`src/rtl/irq_bcast_pkg.sv`:
```
package irq_bcast_pkg;

  typedef enum logic [1:0] {
    ADDR_ENABLE = 2'd0,
    ADDR_STATUS = 2'd1,
    ADDR_LEVEL  = 2'd2,
    ADDR_SPARE  = 2'd3
  } regAddr_e;

  typedef struct packed {
    logic     loadEnable;
    logic     clearStatus;
    logic     loadLevel;
    regAddr_e readSel;
  } ctrlStrobe_t;

endpackage

```
`src/rtl/irq_bcast_ctrl.sv`:
```
module irq_bcast_ctrl
  import irq_bcast_pkg::*;
(
  input  logic        regWr,
  input  logic [1:0]  regAddr,
  output ctrlStrobe_t strobe
);

  regAddr_e addrDec;

  always_comb begin
    addrDec            = regAddr_e'(regAddr);
    strobe.loadEnable  = regWr && (addrDec == ADDR_ENABLE);
    strobe.clearStatus = regWr && (addrDec == ADDR_STATUS);
    strobe.loadLevel   = regWr && (addrDec == ADDR_LEVEL);
    strobe.readSel     = addrDec;
  end

endmodule

```
`src/rtl/irq_bcast_datapath.sv`:
```
module irq_bcast_datapath
  import irq_bcast_pkg::*;
#(
  parameter int NUM_CH  = 16,
  parameter int LEVEL_W = 5
) (
  input  logic               clk,
  input  logic               rst,
  input  ctrlStrobe_t        strobe,
  input  logic [NUM_CH-1:0]  wrData,
  input  logic [NUM_CH-1:0]  chanSet,
  output logic [NUM_CH-1:0]  rdData,
  output logic [NUM_CH-1:0]  enableQ,
  output logic [NUM_CH-1:0]  flagQ,
  output logic [LEVEL_W-1:0] levelQ,
  output logic               reqActive
);

  logic [NUM_CH-1:0] flagD;

  // per-channel flag next state: a set pulse beats a clearing write
  for (genvar g = 0; g < NUM_CH; g++) begin : g_flag
    always_comb begin
      flagD[g] = chanSet[g] | (flagQ[g] & ~(strobe.clearStatus & ~wrData[g]));
    end
  end

  always_ff @(posedge clk) begin
    if (rst) begin
      flagQ   <= '0;
      enableQ <= '0;
      levelQ  <= '0;
    end else begin
      flagQ <= flagD;
      if (strobe.loadEnable) enableQ <= wrData;
      if (strobe.loadLevel)  levelQ  <= wrData[LEVEL_W-1:0];
    end
  end

  assign reqActive = |(flagQ & enableQ);

  always_comb begin
    unique case (strobe.readSel)
      ADDR_ENABLE: rdData = enableQ;
      ADDR_STATUS: rdData = flagQ;
      ADDR_LEVEL:  rdData = {{(NUM_CH-LEVEL_W){1'b0}}, levelQ};
      default:     rdData = '0;
    endcase
  end

endmodule

```
`src/rtl/irq_slot_drive.sv`:
```
module irq_slot_drive #(
  parameter int BUS_W   = 8,
  parameter int SLOT_W  = 2,
  parameter int LINE_W  = 3,
  parameter int LEVEL_W = 5
) (
  input  logic               reqActive,
  input  logic [LEVEL_W-1:0] level,
  input  logic [SLOT_W-1:0]  slotSel,
  output logic [BUS_W-1:0]   irqBus
);

  logic slotHit;
  assign slotHit = reqActive && (level[LEVEL_W-1:LINE_W] == slotSel);

  for (genvar g = 0; g < BUS_W; g++) begin : g_line
    assign irqBus[g] = slotHit && (level[LINE_W-1:0] == LINE_W'(g));
  end

endmodule

```
`src/rtl/irq_level_bcast.sv`:
```
module irq_level_bcast
  import irq_bcast_pkg::*;
#(
  parameter int NUM_CH    = 16,
  parameter int BUS_W     = 8,
  parameter int NUM_SLOTS = 4
) (
  input  logic                          clk,
  input  logic                          rst,
  input  logic [NUM_CH-1:0]             chanSet,
  input  logic                          regWr,
  input  logic [1:0]                    regAddr,
  input  logic [NUM_CH-1:0]             regWrData,
  output logic [NUM_CH-1:0]             regRdData,
  input  logic [$clog2(NUM_SLOTS)-1:0]  slotSel,
  output logic [BUS_W-1:0]              irqBus
);

  localparam int SLOT_W  = $clog2(NUM_SLOTS);
  localparam int LINE_W  = $clog2(BUS_W);
  localparam int LEVEL_W = SLOT_W + LINE_W;

  ctrlStrobe_t        strobe;
  logic [NUM_CH-1:0]  enableQ;
  logic [NUM_CH-1:0]  flagQ;
  logic [LEVEL_W-1:0] levelQ;
  logic               reqActive;

  irq_bcast_ctrl u_ctrl (
    .regWr   (regWr),
    .regAddr (regAddr),
    .strobe  (strobe)
  );

  irq_bcast_datapath #(
    .NUM_CH  (NUM_CH),
    .LEVEL_W (LEVEL_W)
  ) u_dp (
    .clk       (clk),
    .rst       (rst),
    .strobe    (strobe),
    .wrData    (regWrData),
    .chanSet   (chanSet),
    .rdData    (regRdData),
    .enableQ   (enableQ),
    .flagQ     (flagQ),
    .levelQ    (levelQ),
    .reqActive (reqActive)
  );

  irq_slot_drive #(
    .BUS_W   (BUS_W),
    .SLOT_W  (SLOT_W),
    .LINE_W  (LINE_W),
    .LEVEL_W (LEVEL_W)
  ) u_drive (
    .reqActive (reqActive),
    .level     (levelQ),
    .slotSel   (slotSel),
    .irqBus    (irqBus)
  );

endmodule

```
`config.mk`:
```
export PLATFORM = sky130hd
export DESIGN_NAME = irq_level_bcast
export DESIGN_NICKNAME = d
export VERILOG_FILES = /design/src/rtl/irq_bcast_pkg.sv /design/src/rtl/irq_bcast_ctrl.sv /design/src/rtl/irq_bcast_datapath.sv /design/src/rtl/irq_slot_drive.sv /design/src/rtl/irq_level_bcast.sv
export SDC_FILE = /design/constraint.sdc
export NUM_CORES = 1
export LEC_CHECK = 0
export ABC_AREA = 1
export BUFFER_PORTS_ARGS = -buffer_cell sky130_fd_sc_hd__buf_2
export CORE_MARGIN = 1
export CORE_UTILIZATION = 37
export CTS_CLUSTER_DIAMETER = 100
export CTS_CLUSTER_SIZE = 16
export DETAILED_ROUTE_END_ITERATION = 10
export GPL_TIMING_DRIVEN = 1
export PLACE_DENSITY = 0.69
export SYNTH_ARGS = -nofsm -noshare
export SYNTH_HDL_FRONTEND = slang
export SYNTH_HIERARCHICAL = 1
export SYNTH_SLANG_ARGS = --single-unit
```
`constraint.sdc`:
```
create_clock -name clk -period 0.9 [get_ports clk]
set_input_delay 0.045 -clock clk [delete_from_list [all_inputs] [get_ports clk]]
set_output_delay 0.045 -clock clk [all_outputs]
set_load 0.01 [all_outputs]
```
After elaboration in Yosys (flattened, before gate mapping)

Cells that the tools add are included.

Output and inout bits: 24
Word-level logic and storage cells: 110
Input bits: 39
Bits in registers: 37

Bitwise gates (word level): 81
Muxes and demuxes: 1
Reduce and logical (&&, ||, !) cells: 15
Eq/ne operators: 10

Operator list:

| operator           | number |
|---|---|
| $pmux 16 s3        | 1 |
| $and 1x1->1        | 32 |
| $not 1->1          | 32 |
| $and 16x16->16     | 1 |
| $or 1x1->1         | 16 |
| $reduce_or 16->1   | 1 |
| $eq 3x3->1 const B | 4 |
| $logic_and 1x1->1  | 12 |
| $eq 3x2->1 const B | 2 |
| $eq 3x1->1 const B | 1 |
| $logic_not 3->1    | 1 |
| $eq 2x1->1 const B | 1 |
| $eq 2x2->1         | 1 |
| $eq 2x2->1 const B | 1 |
| $logic_not 2->1    | 1 |

Depth between registers and ports, before layout

Gate-level depths: netlist (run 1).

Word-level depth: 6
Mapped depth: 8

Cells and area by module

Netlist (run 1), hierarchy kept.

By module, submodules not included:

| module             | area an instance (µm²) | times used | cells each |
|---|---|---|---|
| irq_bcast_datapath | 1652.8                 | 1          | 232 |
| irq_slot_drive     | 190.2                  | 1          | 29 |
| irq_bcast_ctrl     | 41.3                   | 1          | 9 |

Least setup slack after synthesis (run 1)

Ideal clock, no wire load.

Kind: flip-flop to output port
Start: reg u_dp.enableQ[6]
End: out irqBus[0]
Stages on the path, launching flop included: 9
Slack: -0.108 ns
Buffers on the path: 0
Arrival: 0.963 ns
Cell sequence: dfxtp_1 -> nand2_1 -> nand2_1 -> inv_1 -> nand2_1 -> nor2_1 -> nand2_1 -> nand3_4 -> nor3_2

Word-level cells in the longest chain between the ends: 4

RTL lines:

| what                   | line                     | source |
|---|---|---|
| from (decl)            | irq_bcast_datapath.sv:13 | `output logic [NUM_CH-1:0] enableQ,` |
| from (signal assigned) | irq_bcast_datapath.sv:35 | `if (strobe.loadEnable) enableQ <= wrData;` |
| $and 16x16->16         | irq_bcast_datapath.sv:40 | `assign reqActive = \|(flagQ & enableQ);` |
| $reduce_or 16->1       | irq_bcast_datapath.sv:40 |  |
| net reqActive          | irq_level_bcast.sv:27    | `logic reqActive;` |
| $logic_and 1x1->1      | irq_slot_drive.sv:14     | `assign slotHit = reqActive && (level[LEVEL_W-1:LINE_W] == slotSel);` |
| $logic_and 1x1->1      | irq_slot_drive.sv:17     | `assign irqBus[g] = slotHit && (level[LINE_W-1:0] == LINE_W'(g));` |
| to (decl)              | irq_level_bcast.sv:16    | `output logic [BUS_W-1:0] irqBus` |

The timed path passes the listed nets, and every way through them passes these cells.

Final worst setup path (run 1)

Start: reg u_dp.flagQ[7]
End: out irqBus[5]

Word-level cells in the longest chain between the ends: 4

RTL lines:

| what                   | line                     | source |
|---|---|---|
| from (decl)            | irq_bcast_datapath.sv:14 | `output logic [NUM_CH-1:0] flagQ,` |
| from (signal assigned) | irq_bcast_datapath.sv:34 | `flagQ <= flagD;` |
| $and 16x16->16         | irq_bcast_datapath.sv:40 |  |
| $reduce_or 16->1       | irq_bcast_datapath.sv:40 |  |
| net reqActive          | irq_level_bcast.sv:27    |  |
| $logic_and 1x1->1      | irq_slot_drive.sv:14     |  |
| $logic_and 1x1->1      | irq_slot_drive.sv:17     |  |

The timed path passes the listed nets, and every way through them passes these cells.

==> results of run 1 <==
==> logic make-up (layout without fill, tap and decap cells) <==
logic type,count (synthesis),after routing,synth area share [%]
AO/OA/AOI/OAI,64,64,19.6
AND/OR/NAND/NOR,122,122,29.6
flip-flops,37,37,39.3
buffers and inverters,47,175,11.5
==> area by class of cell <==
cell class	count	area [sq um]
Fill cell	405	1570
Multi-Input combinational cell	186	1050
Timing Repair Buffer	133	1100
Clock buffer	6	82.6
Tap cell	67	83.8
Sequential cell	37	790
Inverter	35	131
Clock inverter	1	7.51
==> registers in the layout, summed over array words and instances (netlist names) <==
register	count
u_dp/levelQ	5
u_dp/flagQ	16
u_dp/enableQ	16
==> through the flow <==
stage / cell area [sq um] / utilization [%] / total power, uW
finish: 3250 / 67.4 / 3890
global route: 3250 / 67.4 / 4080
CTS: 3140 / 65.2 / 3840
detailed placement: 2580 / 53.5 / 2470
global placement: 2580 / 53.5 / 2450
floorplan: 1880 / - / 2130
==> tightest hold or removal path, stage by stage <==
cell and delay (ns):
buf_2 0.10, nand2_1 0.06, a21oi_1 0.06
==> per-layer routing <==
metal / part of all wire, % / vias up / track usage, % / wire, microns
met1: 41 / 1016 / 25.8 / 2430
met3: 4.6 / 7 / 4.80 / 272
li1: - / 1122 / - / -
met5: 0 / - / 0 / 0
met4: 1.0 / 0 / 6.20 / 60
met2: 53 / 61 / 43.6 / 3130
==> cells in the mapped netlist, types with 2 or more instances <==
cell	count	area, sq um
a22o_2	6	60.1
inv_1	33	124
buf_4	3	22.5
a21oi_1	37	185
buf_2	5	25.0
nor3_2	8	80.1
nor2_1	6	22.5
buf_6	3	33.8
inv_2	2	7.51
dfxtp_1	37	741
o21ai_0	16	80.1
a22o_1	5	43.8
nand2_1	90	338
nand3_1	13	65.1
==> where the power goes <==
group	leakage (uW)	switching, uW	total [uW]	internal (uW)
clock	0.0000433	629	1230	606
combinational	0.00122	401	866	465
sequential	0.000318	57.8	1790	1730
total	0.00158	1090	3890	2800
==> path summary, 6_finish.rpt <==
path | to | slack, ns | depth (start not counted)
setup / recovery | irqBus[5] | -0.60 | 9
hold / removal | u_dp/enableQ[15]$_SDFFE_PP0P_ | 0.006 | 3
setup reg to reg | u_dp/enableQ[14]$_SDFFE_PP0P_ | 0.12 | 4
hold reg to reg | u_dp/flagQ[15]$_SDFF_PP0_ | 0.50 | 2
==> repair_timing <==
action	4_1_cts	5_1_grt
endpoints found under the setup margin	24	24
endpoints found under the hold margin	21	2
pin swaps	13	8
resized for setup	80	26
setup buffers	0	9
hold buffers	21	2
==> metrics.yaml, run 1 <==
status:
  status: "complete, but fails checks"
  violations: "setup timing"
critical_path:
  r2r-start: "u_dp/enableQ[14]$_SDFFE_PP0P_"
  critPathCaptureType: "primary output"
  cp_max_fo: 8
  setup.worst_path.start: "u_dp/flagQ[7]$_SDFF_PP0_"
  cp_slowest_cell: "dfxtp_2"
  crit_arrival_ns: 1.45
  path_cells: "nand2_1 -> nand2_1 -> inv_1 -> nand2_1 -> nor2_1 -> nand2_1 -> nand3_4 -> nor3_2 -> buf_2"
  cpPeakStageDelay_ns: 0.33
  crit_buf_inv: 2
  required_ns: 0.85
  cpMostUsedCell: "nand2_1"
  crit_type: "register to primary output"
  start_kind: "register"
  path_delay_family: "simple AND/OR/NAND/NOR gates"
yosys:
  synth_seq_cells: 37
  synth_cell_types: 20
  syn_nets: 309
  synth_area_sq_um: 1880
  yosysWarningCount: 6
  yosysSeqAreaShare_pct: 39.3
  synthCells: 270
  avgSynthCellArea_sq_um: 6.98
  synthFlopType: "dfxtp_1"
  synth_edf_count: 0
  synthArstFlopShare_pct: 0
place:
  place_congestion: 0.744
  dp.cells: 433
  port_buffers: 62
  dp_hpwl_mm: 3.66
  pre_cts_ws_ns: -0.288
sta:
  setup-tns-final_ns: -7.87
  hold_viol: 0
  fin_ws_ns: -0.596
  fin_hold_ws_ns: 0.00598
  rsz0062_at_grt: "yes"
  clock_skew_ns: 0
  tightest_slew_ns: 0.313
  setup_viol: 24
  drv_slew: 0
  fin_crit_sh_pct: 166
  fin_crit_ns: 1.50
  fmax_mhz: 668
  maxSlewHeadroom_pct: 79.1
finish:
  area_delta_synth_final_pct: 72.3
  final_cell_mix: "nand2_1 (78), buf_2 (51), buf_6 (37), a21oi_1 (37)"
  drive_gt1_share_pct: 47.5
  nNetsFinal: 437
  antenna_cells: 0
  final_cells: 465
  final_common_cell: "nand2_1"
global_routing:
  antenna_found_initial: 0
  grt_max_degree: 38
  grt_pass1_wl_mm: 9.38
  first_global_vias: 2157
  grt-ovfl-total: 0
  track_usage_pct: 23.0
power:
  p_leak_uw: 0.00158
  p_per_area_nw_per_um2: 1200
  ir_worst_vdd_mv: 1.05
die:
  start_util_pct: 39.1
  core_sq_um: 4820
  num_io_pins: 63
  core.rowCount: 25
  die_h_microns: 73.4
  fp.dieW_microns: 73.4
  fp.dieArea_sq_um: 5380
route:
  drt_first_pass_iters: 4
  post-route-drc-count: 0
  vias_per_cell: 4.74
  vias: 2206
  antenna_left: 0
  wl_per_cell_microns: 12.7
  routed_wirelength_mm: 5.90
  drt_iter0_markers: 85
clocking:
  cts-buffers-inserted: 5
  cts.path.max_buffers: 2
  cts_root_buffer: "clkbuf_8"
  cts_sinks: 37
  clock_latency_ns: 0.29
  path_clk_slew_ns: 0.07
  htree_levels: 2
  cts_tree: "yes"
min_path:
  min-delay-start: "regWrData[15]"
  min_path_type: "input pin to register"
job:
  maxCapViolCount: 0
Power figures use the tool's default switching activity.
==> run 2, diff against run 1 <==
--- a/config.mk
+++ b/config.mk
@@ -7,13 +7,14 @@
 export LEC_CHECK = 0
 export ABC_AREA = 1
 export BUFFER_PORTS_ARGS = -buffer_cell sky130_fd_sc_hd__buf_2
+export CAP_MARGIN = 20
 export CORE_MARGIN = 1
 export CORE_UTILIZATION = 37
 export CTS_CLUSTER_DIAMETER = 100
 export CTS_CLUSTER_SIZE = 16
 export DETAILED_ROUTE_END_ITERATION = 10
 export GPL_TIMING_DRIVEN = 1
-export PLACE_DENSITY = 0.69
+export PLACE_DENSITY_LB_ADDON = 0.1
 export SYNTH_ARGS = -nofsm -noshare
 export SYNTH_HDL_FRONTEND = slang
 export SYNTH_HIERARCHICAL = 1
==> metrics.yaml, run 2 (synthesis gave the netlist of run 1 again) <==
status:
  status: "complete, but fails checks"
  violations: "setup timing"
critical_path:
  rrSetupSlack_ns: 0.13  # about the same
  crit_arrival_ns: 1.43  # -0.02 ns
  start_kind: "register"
  crit_type: "register to primary output"
  cp_max_fo: 8  # unchanged
  rr_worst_depth: 4  # unchanged
  required_ns: 0.85  # about the same
  critPathCaptureType: "primary output"
route:
  antenna_left: 0  # unchanged
  wl_per_cell_microns: 11.6  # -8.6%
  drt_first_pass_iters: 4  # unchanged
  post-route-drc-count: 0  # unchanged
  drt_iter0_markers: 81  # -4.7%
  vias_per_cell: 4.63  # -2.5%
  routed_wirelength_mm: 5.26  # -11%
  vias: 2101  # -4.8%
sta:
  tightest_slew_ns: 0.290  # -0.0224 ns
  rsz0062_at_grt: "yes"
  clock_skew_ns: 0  # unchanged
  fin_hold_ws_ns: 0.00509  # -0.000888 ns
  maxSlewHeadroom_pct: 80.6  # +1.5 points
  fin_crit_ns: 1.47  # -0.0243 ns
  hold_viol: 0  # unchanged
  fmax_mhz: 679  # +1.6%
  fin_crit_sh_pct: 164  # -2.7 points
  fin_ws_ns: -0.572  # +0.0243 ns
  drv_slew: 0  # unchanged
  setup_viol: 24  # unchanged
global_routing:
  grt_max_degree: 38  # unchanged
  first_global_vias: 1981  # -8.2%
  grt_pass1_wl_mm: 8.42  # -10%
  track_usage_pct: 20.1  # -2.9 points
  antenna_found_initial: 0  # unchanged
  grt-ovfl-total: 0  # unchanged
power:
  p_per_area_nw_per_um2: 1230  # +3.0%
  ir_worst_vdd_mv: 0.941  # -10%
  p_total_uw: 3870  # -0.46%
  p_leak_uw: 0.00149  # -5.4%
finish:
  final_cell_mix: "nand2_1 (79), buf_2 (52), a21oi_1 (37)"
  antenna_cells: 0  # unchanged
  top_regs: "u_dp/enableQ: 16 flops, u_dp/flagQ: 16 flops, u_dp/levelQ: 5 flops"
  regArea_sq_um: 791  # +0.16%
  drive_gt1_share_pct: 47.0  # -0.46 points
  final_common_cell: "nand2_1"
  nNetsFinal: 425  # -2.7%
  fillCellCount: 467  # +15%
  multi_input_area_sq_um: 1010  # -3.3%
  area_delta_synth_final_pct: 66.5
die:
  num_io_pins: 63  # unchanged
  core_sq_um: 4820  # unchanged
  core.rowCount: 25  # unchanged
  fp.dieW_microns: 73.4  # unchanged
  fp.dieArea_sq_um: 5380  # unchanged
  start_util_pct: 39.1  # unchanged
  die_h_microns: 73.4  # unchanged
clocking:
  path_clk_slew_ns: 0.07  # about the same
  cts_sinks: 37  # unchanged
  clock_latency_ns: 0.28  # about the same
  cts_tree: "yes"
  htree_levels: 2  # unchanged
  cts-buffers-inserted: 5  # unchanged
  cts.path.max_buffers: 2  # unchanged
  cts_root_buffer: "clkbuf_8"
place:
  dp_hpwl_mm: 3.50  # -4.3%
  port_buffers: 62  # unchanged
  place_congestion: 0.721  # -3.0%
job:
  maxCapViolCount: 0  # unchanged
min_path:
  min_path_type: "input pin to register"
  hold_depth: 3  # unchanged
==> run 2: cell types whose count changed in the layout (fill, tap and decap cells not counted), moves of 2 or more <==
| cell | previous run | this run |
|---|---|---|
| buf_6 | 37 | 30 |
| nand2_2 | 8 | 11 |
| dlygate4sd3_1 | 23 | 16 |
| nand2_4 | 5 | 1 |
| dfxtp_2 | 33 | 31 |
| buf_12 | 3 | 7 |
| buf_4 | 19 | 16 |
==> run 2: what timing repair did <==
action                     CTS  global route
hold buffers                16             0
resized for setup           58            32
hold endpoints to repair    16             0
pin swaps                   11             6
setup buffers                0             5
setup endpoints to repair   24            24
==> run 2: final cells by class <==
type / instances / share of cell area [%]
flip-flops and latches: 37 / 25.2
well taps: 67 / 2.67
multi-input cells: 186 / 32.3
inverters: 35 / 4.19
clock inverters: 1 / 0.159
clock buffers: 7 / 3.07
repair buffers: 121 / 32.5
==> run 2: metal layers <==
layer,GRT usage [%],vias to the layer above,wire [microns]
met5,0,-,0
met4,4.49,0,19
met3,4.12,2,182
met2,36.8,41,2630
met1,24.1,955,2430
li1,-,1103,-
==> run 2: report_power, final <==
group	switching, uW	total (uW)	internal (uW)
Clock	591	1280	693
Combinational	371	800	429
Sequential	58.9	1790	1730
==> run 2: per-stage QoR <==
stage / worst slack [ns] / instances / utilization (%) / instance area, sq um / setup TNS [ns]
CTS: -0.596 / 452 / 62.8 / 3020 / -7.87
floorplan: -0.108 / 270 / - / 1880 / -0.864
detailed placement: -0.282 / 428 / 53.7 / 2590 / -3.80
global route: -0.694 / 454 / 65.1 / 3140 / -8.95
global placement: -0.266 / 428 / 53.7 / 2590 / -3.46
finish: -0.572 / 454 / 65.1 / 3140 / -7.41
==> run 2: critical path, stage by stage, from the launching register on <==
cell	delay (ns)
dfxtp_2	0.35
nand2_1	0.07
nand2_1	0.06
inv_1	0.04
nand2_1	0.06
nor2_1	0.05
nand2_2	0.10
nand3_4	0.14
nor3_2	0.12
buf_2	0.15
==> run 2: path summary, 6_finish.rpt <==
| path | startpoint | endpoint |
|---|---|---|
| worst max-delay path | u_dp/flagQ[3]$_SDFF_PP0_ | irqBus[1] |
| worst min-delay path | regWrData[5] | u_dp/enableQ[5]$_SDFFE_PP0P_ |
| worst max register to register | u_dp/enableQ[14]$_SDFFE_PP0P_ | u_dp/enableQ[14]$_SDFFE_PP0P_ |
| worst min register to register | u_dp/enableQ[4]$_SDFFE_PP0P_ | u_dp/enableQ[4]$_SDFFE_PP0P_ |
==> run 3, diff against run 2 <==
--- a/config.mk
+++ b/config.mk
@@ -14,6 +14,7 @@
 export CTS_CLUSTER_SIZE = 16
 export DETAILED_ROUTE_END_ITERATION = 10
 export GPL_TIMING_DRIVEN = 1
+export HOLD_SLACK_MARGIN = 0.02
 export PLACE_DENSITY_LB_ADDON = 0.1
 export SYNTH_ARGS = -nofsm -noshare
 export SYNTH_HDL_FRONTEND = slang
==> metrics.yaml, run 3 (synthesis gave the netlist of run 1 again) <==
sta:
  setup-tns-final_ns: -7.38  # +0.0288 ns
  hold_viol: 0  # unchanged
  drv_slew: 0  # unchanged
  fin_crit_sh_pct: 163  # -0.32 points
  fin_ws_ns: -0.569  # +0.00292 ns
  setup_viol: 24  # unchanged
  rsz0062_at_grt: "yes"
  tightest_slew_ns: 0.292  # +0.00151 ns
  fin_hold_ws_ns: 0.0319  # +0.0268 ns
  fin_crit_ns: 1.47  # -0.00293 ns
  fmax_mhz: 681  # +0.20%
  maxSlewHeadroom_pct: 80.5  # -0.10 points
  clock_skew_ns: 0  # unchanged
clocking:
  cts_tree: "yes"
  htree_levels: 2  # unchanged
  cts-buffers-inserted: 5  # unchanged
  cts_sinks: 37  # unchanged
  cts_root_buffer: "clkbuf_8"
  path_clk_slew_ns: 0.07  # about the same
  clock_latency_ns: 0.28  # about the same
  cts.path.max_buffers: 2  # unchanged
min_path:
  min_path_type: "input pin to register"
  min-delay-start: "regWrData[2]"
route:
  vias_per_cell: 4.58  # -0.93%
  post-route-drc-count: 0  # unchanged
  vias: 2141  # +1.9%
  wl_per_cell_microns: 11.7  # +0.67%
  routed_wirelength_mm: 5.45  # +3.6%
  drt_first_pass_iters: 4  # unchanged
  antenna_left: 0  # unchanged
  drt_iter0_markers: 89  # +9.9%
global_routing:
  antenna_found_initial: 0  # unchanged
  use_met2_pct: 39.3  # +2.5 points
  grt_pass1_wl_mm: 8.69  # +3.3%
  first_global_vias: 2030  # +2.5%
  met3_usage_pct: 4.12  # unchanged
  globalRouteMet1Util_pct: 24.3  # +0.17 points
  track_usage_pct: 20.9  # +0.75 points
  grt-ovfl-total: 0  # unchanged
  grt_max_degree: 38  # unchanged
  grt_busiest_layer: "met2"
critical_path:
  critPathCaptureType: "primary output"
  cpPeakStageDelay_ns: 0.35  # about the same
  start_kind: "register"
  path_cells: "nand2_1 -> nand2_1 -> inv_1 -> nand2_1 -> nor2_1 -> nand2_2 -> nand3_4 -> nor3_2 -> buf_2"
  cp_slowest_cell: "dfxtp_2"
  crit_type: "register to primary output"
  cpMostUsedCell: "nand2_1"
  crit_arrival_ns: 1.42  # about the same
  setup.worst_path.start: "u_dp/flagQ[3]$_SDFF_PP0_"
  required_ns: 0.85  # about the same
  cp_max_fo: 8  # unchanged
  r2r-start: "u_dp/enableQ[14]$_SDFFE_PP0P_"
power:
  ir_worst_vdd_mv: 0.947  # +0.62%
  p_leak_uw: 0.00155  # +3.6%
  p_per_area_nw_per_um2: 1200  # -2.8%
status:
  status: "complete, but fails checks"
  violations: "setup timing"
finish:
  antenna_cells: 0  # unchanged
  final_common_cell: "nand2_1"
  utilization_pct: 67.8  # +2.7 points
  top_regs: "u_dp/enableQ: 16 flops, u_dp/flagQ: 16 flops, u_dp/levelQ: 5 flops"
  final_cell_mix: "nand2_1 (79), buf_2 (52), a21oi_1 (37)"
  fillCellCount: 438  # -6.2%
  area_delta_synth_final_pct: 73.4
  nNetsFinal: 438  # +3.1%
  drive_gt1_share_pct: 45.5  # -1.5 points
die:
  start_util_pct: 39.1  # unchanged
  core.rowCount: 25  # unchanged
  num_io_pins: 63  # unchanged
  core_sq_um: 4820  # unchanged
  fp.dieArea_sq_um: 5380  # unchanged
  fp.dieW_microns: 73.4  # unchanged
  die_h_microns: 73.4  # unchanged
place:
  dp_hpwl_mm: 3.50  # unchanged
  place_congestion: 0.721  # unchanged
  port_buffers: 62  # unchanged
job:
  maxCapViolCount: 0  # unchanged
-- run 3: worst max-delay path: cells and delay by family (launching register included) --
| kind | cells | cell delay (ns) |
|---|---|---|
| flip-flops | 1 | 0.35 |
| buffers and inverters | 2 | 0.19 |
| AND/OR/NAND/NOR | 7 | 0.60 |
-- run 3: metrics by stage --
| stage | power (uW) | instance area, sq um | instances | worst slack (ns) |
|---|---|---|---|---|
| after floorplan | 2130 | 1880 | 270 | -0.108 |
| after global placement | 2460 | 2590 | 428 | -0.266 |
| after detailed placement | 2470 | 2590 | 428 | -0.282 |
| after CTS | 3890 | 3140 | 464 | -0.596 |
| after global routing | 4110 | 3270 | 467 | -0.694 |
| final | 3920 | 3270 | 467 | -0.569 |
-- run 3: worst paths after layout --
path | endpoint | slack, ns | depth (start not counted)
hold reg to reg | u_dp/enableQ[4]$_SDFFE_PP0P_ | 0.48 | 2
setup / recovery | irqBus[1] | -0.57 | 9
hold / removal | u_dp/levelQ[2]$_SDFFE_PP0P_ | 0.03 | 3
setup reg to reg | u_dp/enableQ[14]$_SDFFE_PP0P_ | 0.13 | 4
-- run 3: final cells by class --
type / count / area (sq um) / share of cell area, %
repair buffers: 134 / 1150 / 35.1
multi-input cells: 186 / 1010 / 31.0
flip-flops and latches: 37 / 791 / 24.2
inverters: 35 / 131 / 4.02
clock buffers: 7 / 96.3 / 2.95
well taps: 67 / 83.8 / 2.57
clock inverters: 1 / 5.00 / 0.153
-- run 3: per-layer routing --
metal,up-vias,wire [microns],share of wire (%)
li1,1126,-,-
met1,972,2470,45
met2,41,2790,51
met3,2,175,3.2
met4,0,19,0.35
met5,-,0,0
-- run 3: power by group --
part	switching (uW)	total, uW	internal [uW]	leakage [uW]
clock network	592	1280	693	0.0000542
logic	382	848	466	0.00118
registers	58.9	1790	1730	0.000318
total	1030	3920	2890	0.00155
-- run 3: repair_timing --
item	in CTS	in global routing
setup buffers	0	5
setup endpoints to repair	24	25
pin swaps	11	6
resized for setup	58	33
endpoints found under the hold margin	29	1
hold buffers	28	1
